[config.mk]
export PLATFORM = sky130hd
export DESIGN_NAME = irq_vec_gen
export DESIGN_NICKNAME = d
export VERILOG_FILES = /design/src/rtl/irq_vec_pkg.sv /design/src/rtl/irq_ctrl_reg.sv /design/src/rtl/irq_pending.sv /design/src/rtl/irq_prio_enc.sv /design/src/rtl/irq_vec_gen.sv
export SDC_FILE = /design/constraint.sdc
export NUM_CORES = 1
export LEC_CHECK = 0
export ABC_CLOCK_PERIOD_IN_PS = 3500
export BUFFER_PORTS_ARGS = -buffer_cell sky130_fd_sc_hd__buf_4
export CAP_MARGIN = 20
export CORE_ASPECT_RATIO = 1.2
export CORE_MARGIN = 1.5
export CORE_UTILIZATION = 54
export DETAILED_ROUTE_END_ITERATION = 10
export GPL_TIMING_DRIVEN = 1
export PLACE_DENSITY_LB_ADDON = 0.25
export SLEW_MARGIN = 20
export SYNTH_ARGS = -nofsm -noshare
export SYNTH_HDL_FRONTEND = slang
export SYNTH_HIERARCHICAL = 1
export SYNTH_SLANG_ARGS = --single-unit
[constraint.sdc]
create_clock -name clk -period 3.5 [get_ports clk]
set_input_delay 0.525 -clock clk [delete_from_list [all_inputs] [get_ports clk]]
set_output_delay 0.525 -clock clk [all_outputs]
set_load 0.02 [all_outputs]
[src/rtl/irq_vec_pkg.sv]
package irq_vec_pkg;

   localparam int VEC_W  = 8;
   localparam int HI_W   = 3;
   localparam logic [VEC_W-1:0] VEC_NONE = 8'hFF;

   typedef struct packed {
      logic [HI_W-1:0] vec_hi;
      logic            aux_en;
      logic            vec_mode;
   } irq_ctrl_t;

   function automatic logic [VEC_W-1:0] ctrl_to_byte(irq_ctrl_t c);
      return {c.vec_hi, 1'b0, c.aux_en, 2'b00, c.vec_mode};
   endfunction

   function automatic irq_ctrl_t byte_to_ctrl(logic [VEC_W-1:0] b);
      irq_ctrl_t c;
      c.vec_hi   = b[7:5];
      c.aux_en   = b[3];
      c.vec_mode = b[0];
      return c;
   endfunction

endpackage

[src/rtl/irq_ctrl_reg.sv]
module irq_ctrl_reg
   import irq_vec_pkg::*;
(
   input  logic             clk,
   input  logic             rst_n,
   input  logic             we,
   input  logic [VEC_W-1:0] wdata,
   output irq_ctrl_t        ctrl,
   output logic [VEC_W-1:0] rdata
);

   irq_ctrl_t ctrl_q;

   always_ff @(posedge clk) begin
      if (!rst_n)
         ctrl_q <= '0;
      else if (we)
         ctrl_q <= byte_to_ctrl(wdata);
   end

   assign ctrl  = ctrl_q;
   assign rdata = ctrl_to_byte(ctrl_q);

endmodule

[src/rtl/irq_pending.sv]
module irq_pending #(
   parameter int NUM_SRC = 14
) (
   input  logic               clk,
   input  logic               rst_n,
   input  logic [NUM_SRC-1:0] raise,
   input  logic [NUM_SRC-1:0] clr,
   output logic [NUM_SRC-1:0] pending
);

   logic [NUM_SRC-1:0] pend_q;

   for (genvar i = 0; i < NUM_SRC; i++) begin : g_flag
      always_ff @(posedge clk) begin
         if (!rst_n)
            pend_q[i] <= 1'b0;
         else if (raise[i])
            pend_q[i] <= 1'b1;
         else if (clr[i])
            pend_q[i] <= 1'b0;
      end
   end

   assign pending = pend_q;

endmodule

[src/rtl/irq_prio_enc.sv]
module irq_prio_enc #(
   parameter int NUM_SRC = 14,
   parameter int CODE_W  = 4
) (
   input  logic [NUM_SRC-1:0] req,
   output logic               any,
   output logic [CODE_W-1:0]  code,
   output logic [NUM_SRC-1:0] grant
);

   always_comb begin
      code  = '0;
      grant = '0;
      for (int i = NUM_SRC - 1; i >= 0; i--) begin
         if (req[i]) begin
            code  = CODE_W'(i);
            grant = '0;
            grant[i] = 1'b1;
         end
      end
   end

   assign any = |req;

endmodule

[src/rtl/irq_vec_gen.sv]
module irq_vec_gen
   import irq_vec_pkg::*;
#(
   parameter int NUM_SRC = 14,
   parameter int CODE_W  = 4
) (
   input  logic               clk,
   input  logic               rst_n,
   input  logic               ctrl_we,
   input  logic [7:0]         ctrl_wdata,
   output logic [7:0]         ctrl_rdata,
   input  logic [NUM_SRC-1:0] src_raise,
   input  logic               ext_req,
   input  logic               ext_vec_valid,
   input  logic [7:0]         ext_vec,
   input  logic               inta,
   output logic               int_req,
   output logic [7:0]         vec_out,
   output logic               aux_en
);

   localparam int MAX_SRC = 2 ** CODE_W;

   if (CODE_W != VEC_W - HI_W - 1) begin : g_bad_code_w
      $error("irq_vec_gen: CODE_W must fill vector bits 4:1");
   end
   if (NUM_SRC < 1 || NUM_SRC > MAX_SRC) begin : g_bad_num_src
      $error("irq_vec_gen: NUM_SRC out of range for CODE_W");
   end

   irq_ctrl_t          ctrl_q;
   logic [NUM_SRC-1:0] pend_q;
   logic [NUM_SRC-1:0] clr_mask;
   logic [NUM_SRC-1:0] win_grant;
   logic [CODE_W-1:0]  win_code;
   logic               any_int;
   logic               mode_on;
   logic               inta_q;
   logic               ack_start;
   logic [VEC_W-1:0]   live_vec;
   logic [VEC_W-1:0]   frozen_vec;

   irq_ctrl_reg u_ctrl (
      .clk   (clk),
      .rst_n (rst_n),
      .we    (ctrl_we),
      .wdata (ctrl_wdata),
      .ctrl  (ctrl_q),
      .rdata (ctrl_rdata)
   );

   irq_pending #(.NUM_SRC(NUM_SRC)) u_pend (
      .clk     (clk),
      .rst_n   (rst_n),
      .raise   (src_raise),
      .clr     (clr_mask),
      .pending (pend_q)
   );

   irq_prio_enc #(.NUM_SRC(NUM_SRC), .CODE_W(CODE_W)) u_enc (
      .req   (pend_q),
      .any   (any_int),
      .code  (win_code),
      .grant (win_grant)
   );

   assign mode_on   = ctrl_q.vec_mode;
   assign ack_start = inta && !inta_q;
   assign clr_mask  = ack_start ? win_grant : '0;

   always_comb begin
      if (!mode_on)
         live_vec = VEC_NONE;
      else if (any_int)
         live_vec = {ctrl_q.vec_hi, win_code, 1'b0};
      else if (ext_req && ext_vec_valid)
         live_vec = ext_vec;
      else
         live_vec = VEC_NONE;
   end

   always_ff @(posedge clk) begin
      if (!rst_n) begin
         inta_q     <= 1'b0;
         frozen_vec <= VEC_NONE;
      end else begin
         inta_q <= inta;
         if (ack_start)
            frozen_vec <= live_vec;
      end
   end

   assign vec_out = (inta && inta_q) ? frozen_vec : live_vec;
   assign int_req = any_int || ext_req;
   assign aux_en  = ctrl_q.aux_en;

endmodule

== Word-level counts from Yosys, hierarchy flattened ==
Cells that the tools add are included.
Cells by class
  reduce and logical (&&, ||, !) cells: 20
  mux-type cells: 61
Operator list (number)
  14-bit 2-to-1 mux: 15
  4-bit 2-to-1 mux: 14
  8-bit 2-to-1 mux: 4
  1-bit 2-to-1 mux: 28
  2-bit nonzero test: 14
  14-bit OR reduction: 1
  1-bit logical AND: 3
  1-bit zero test: 1
  1-bit logical OR: 1
Storage, ports and cells
  flip-flop bits (word level): 28
  input port bits: 36
  output and inout bits: 18

== Depth between registers and ports, before layout ==
  depth after elaboration: 17
  mapped depth: 8
  depth with buffers taken out: 6

== By module ==
Netlist, hierarchy kept.
By module, submodules not included
  irq_vec_gen: cells each 83, times used 1, area an instance 643.1 um^2, seq. area each 180.2 um^2
  irq_pending: cells each 43, times used 1, area an instance 484.2 um^2, seq. area each 280.3 um^2
  irq_prio_enc: cells each 42, times used 1, area an instance 260.2 um^2, seq. area each 0.0 um^2
  irq_ctrl_reg: cells each 25, times used 1, area an instance 256.5 um^2, seq. area each 100.1 um^2

== Worst setup path before layout ==
No wires, ideal clock.
  path type: reg2out
  from: register u_pend.pend_q[11], in the netlist u_pend/pending[11]
  to: output port vec_out[0]
  data arrival time: 1.837 ns
  stages on the path, launching flop included: 7
  path buffers: 1
  data required time: 2.975 ns
  slack: 1.138 ns
  cells stage by stage: dfxtp_1 > nor4_1 > nor3b_1 > nand2_1 > buf_4 > o21bai_1 > a31oi_1
Between the ends
  word-level cells in the longest chain between the ends: 4
RTL lines
  start: declaration: RTL line irq_pending.sv:11  | logic [NUM_SRC-1:0] pend_q;
  start signal: indexed assignment: RTL line irq_pending.sv:16  | pend_q[i] <= 1'b0;
  start signal: indexed assignment: RTL line irq_pending.sv:18  | pend_q[i] <= 1'b1;
  start signal: indexed assignment: RTL line irq_pending.sv:20  | pend_q[i] <= 1'b0;
  14-bit OR reduction: RTL line irq_prio_enc.sv:23  | assign any = |req;
  via any_int: RTL line irq_vec_gen.sv:36  | logic any_int;
  8-bit 2-to-1 mux: RTL line irq_vec_gen.sv:74  | else if (any_int)
  8-bit 2-to-1 mux: RTL line irq_vec_gen.sv:72  | if (!mode_on)
  8-bit 2-to-1 mux: RTL line irq_vec_gen.sv:93  | assign vec_out = (inta && inta_q) ? frozen_vec : live_vec;
  end: declaration: RTL line irq_vec_gen.sv:18  | output logic [7:0] vec_out,
The timed path passes the listed nets, and every way through them passes these cells.

== Worst setup path after layout ==
  from: register u_pend.pend_q[11], in the netlist u_pend/pending[11]
  to: output port vec_out[1]
The elaborated chain is that of the path after synthesis.

==> metrics.md <==
| Metric | Value |
|---|---|
| Status | completed |
| Total Power Consumption | 634 µW |
| Final Skew | 0.00253 ns |
| Comb power frac | between 20% and 30% |
| WP data arrival | 2.57 ns |
| Vias in the first global route | 1331 |
| Worst Path Buf+Inv | 1 |
| Syn Area/Cell | 8.52 µm² |
| First-pass GRT wire length | 5800 µm |
| Critical Path, Cell by Cell | nor4_1 -> nor3b_1 -> nand2_1 -> o31ai_1 -> a21oi_1 -> buf_4 |
| Synthesized area | 1640 µm² |
| GRT overflow | 0 |
| Synthesis-to-layout area growth | 17.7% |
| Die Footprint | 3390 µm² |
| Sequential-to-total area share from yosys stat | between 30% and 40% |
| Initial Util | ~58% |
| Worst skew pair latency | about 0.32 ns |
| H-tree depth | 1 |
| Critical Path End Type | output port |
| Distinct cells, synth | 33 |
| Routed len/inst | around 13 µm |
| Peak per-stage delay on the critical path | around 0.47 ns |
| EDFF count, synth | 0 |
| VDD IR-drop max | 265 µV |
| Worst setup SP type | register |
| Setup violators final | 0 |
| Maximum fanout along the worst path | 16 |
| Largest net degree at the start of global routing | 31 |
| Via/cell ratio | 5.39 |
| Drt pass-1 iters | 4 |
| CP top delay family | simple AND/OR/NAND/NOR gates |
| All-Layer GR Usage | 22.3% |
| Min cycle time layout | 3.10 ns |
| Max-cap viol count | 0 |
| Die height | 63.4 µm |
| DP HPWL | between 2000 and 3000 µm |
| Hold-fix buffers, CTS | 0 |
| Period utilisation layout | 88.5% |
| Clock share of power | 20.9% |
| Via count | 1407 |
| Worst-path clk slew | 0.14 ns |
| Worst hold-check path type | in2reg |
| Switching share of power | 28.5% |
| Sequential power share | roughly 56% |
| Count of input and output buffers | between 40 and 50 |
| Worst endpoint required time | 2.97 ns |
| Nets | 265 |
| Core region area | about 2800 µm² |
| Max-slew violation count | 0 |
| DR iter-0 viols | 42 |
| Mapped Cells | 193 |
| Crit-path slowest cell | nor4_1 |
| Internal | 454 µW |
| Clk root buf | clkbuf_4 |
| RSZ-0062 raised after global routing | false |
| Total CTS buffers | 3 |
| Antenna Cells | 0 |
| Antenna Nets Post-Route | 0 |
| P_sw | 181 µW |
| PD cells | roughly 330 nW/µm² |
| Top Ports | 54 |
| Most common flop cell mapped by yosys | dfxtp_1 |
| Placer Congestion | 0.851 |
| Async S/R FF share, synth | 0% |
| Final wirelength | 3390 µm |
| CTS resizes | 0 |
| FP Rows | 21 |
| Setup TNS Final | 0 ns |
| Max clock buf depth | 2 |
| CTS tree | built |
| Initial antenna violation count | 0 |
| Clock sink count | 28 |
| Share of layout cells above drive strength 1 | approximately a quarter |
| Crit Path Category | reg2out |
| Yosys reg bits | 28 |
| F_max | 323 MHz |
| Post-route DRC violation count | 0 |
| Yosys Warn Count | 6 |
| # Post-CTS Setup Buffers | 0 |
| Hold Vio Cnt, Final | 0 |
| Die Width | approximately 53 µm |
| LEAKAGE | ~0.84 nW |
## cell families (layout without fill, tap and decap cells)
logic type | after synthesis | count (layout) | synth area share, %
and+or+nand+nor | 95 | 95 | 35.8
AOI/OAI and AO/OA | 46 | 46 | 18.6
DFF | 28 | 28 | 34.1
buffers and inverters | 18 | 50 | 8.22
muxes | 5 | 5 | 3.04
other | 1 | 3 | 0.228
## synthesized netlist by cell type, types with 3 or more instances
library cell | n | area, µm²
nor3b_1 | 10 | 75.1
nand2_1 | 3 | 11.3
o31ai_1 | 8 | 60.1
buf_4 | 11 | 82.6
and2_1 | 19 | 119
o21ai_0 | 3 | 15.0
and3_1 | 6 | 37.5
a21oi_1 | 13 | 65.1
mux2i_1 | 5 | 50.1
nor2b_1 | 24 | 150
a31oi_1 | 3 | 18.8
nor2_1 | 15 | 56.3
buf_6 | 3 | 33.8
o21a_1 | 14 | 105
dfxtp_1 | 28 | 561
or2b_1 | 3 | 22.5
nand2b_1 | 6 | 37.5
## placed cells by master, fill, tap and decap left out, types with 3 or more instances in the layout
cell,count
or2b_1,3
nor3b_1,10
dfxtp_1,28
mux2i_1,5
conb_1,3
buf_4,47
nand2b_1,6
o21a_1,14
and2_1,19
nand2_1,3
o31ai_1,8
o21ai_0,3
clkbuf_4,3
nor2b_1,24
a21oi_1,13
a31oi_1,3
and3_1,6
nor2_1,15
## layout make-up
type                    instances  area [µm²]
flip-flops and latches         28         561
multi-input cells             149         956
well taps                      34        42.5
repair buffers                 47         353
clock buffers                   3        22.5
fillers                       250         903
## through the flow
step | hold WS (ns) | setup slack [ns] | cells | area, µm² | util [%]
2_1_floorplan | 0.474 | 1.14 | 195 | 1650 | -
3_3_place_gp | 0.483 | 0.915 | 258 | 1910 | 67.4
3_5_place_dp | 0.505 | 0.793 | 258 | 1910 | 67.4
4_1_cts | 0.382 | 0.397 | 261 | 1930 | 68.2
5_1_grt | 0.375 | 0.153 | 261 | 1930 | 68.2
6_report | 0.394 | 0.403 | 261 | 1930 | 68.2
## registers in the layout (all words and copies together) (netlist names)
| signal | count |
|---|---|
| u_pend/pending | 14 |
| frozen_vec | 8 |
| u_ctrl/ctrl | 5 |
| inta_q | 1 |
## routing by layer
layer,GRT usage [%],share of wire [%],vias up
li1,-,-,720
met1,27.2,43,630
met2,38.1,51,53
met3,3.32,5.1,4
met4,8.01,1.2,0
met5,0,0,-
## path summary, 6_finish.rpt
| path | startpoint | end | slack (ns) | depth (start not counted) |
|---|---|---|---|---|
| setup reg to reg | u_pend/pending[11]$_SDFFE_PN0P_ | frozen_vec[1]$_SDFFE_PN1P_ | 1.35 | 5 |
| hold reg to reg | frozen_vec[4]$_SDFFE_PN1P_ | frozen_vec[4]$_SDFFE_PN1P_ | 0.53 | 2 |
| setup / recovery | u_pend/pending[11]$_SDFFE_PN0P_ | vec_out[1] | 0.40 | 6 |
| hold / removal | src_raise[7] | u_pend/pending[7]$_SDFFE_PN0P_ | 0.39 | 2 |
## power groups by stage
stage / logic (mW) / registers (mW) / clock network [mW]
floorplan: 0.100 / 0.359 / 0
global placement: 0.140 / 0.362 / 0
detailed placement: 0.144 / 0.364 / 0
CTS: 0.145 / 0.357 / 0.137
global route: 0.158 / 0.360 / 0.152
finish: 0.145 / 0.357 / 0.132
(Power assumes the default switching activity.)
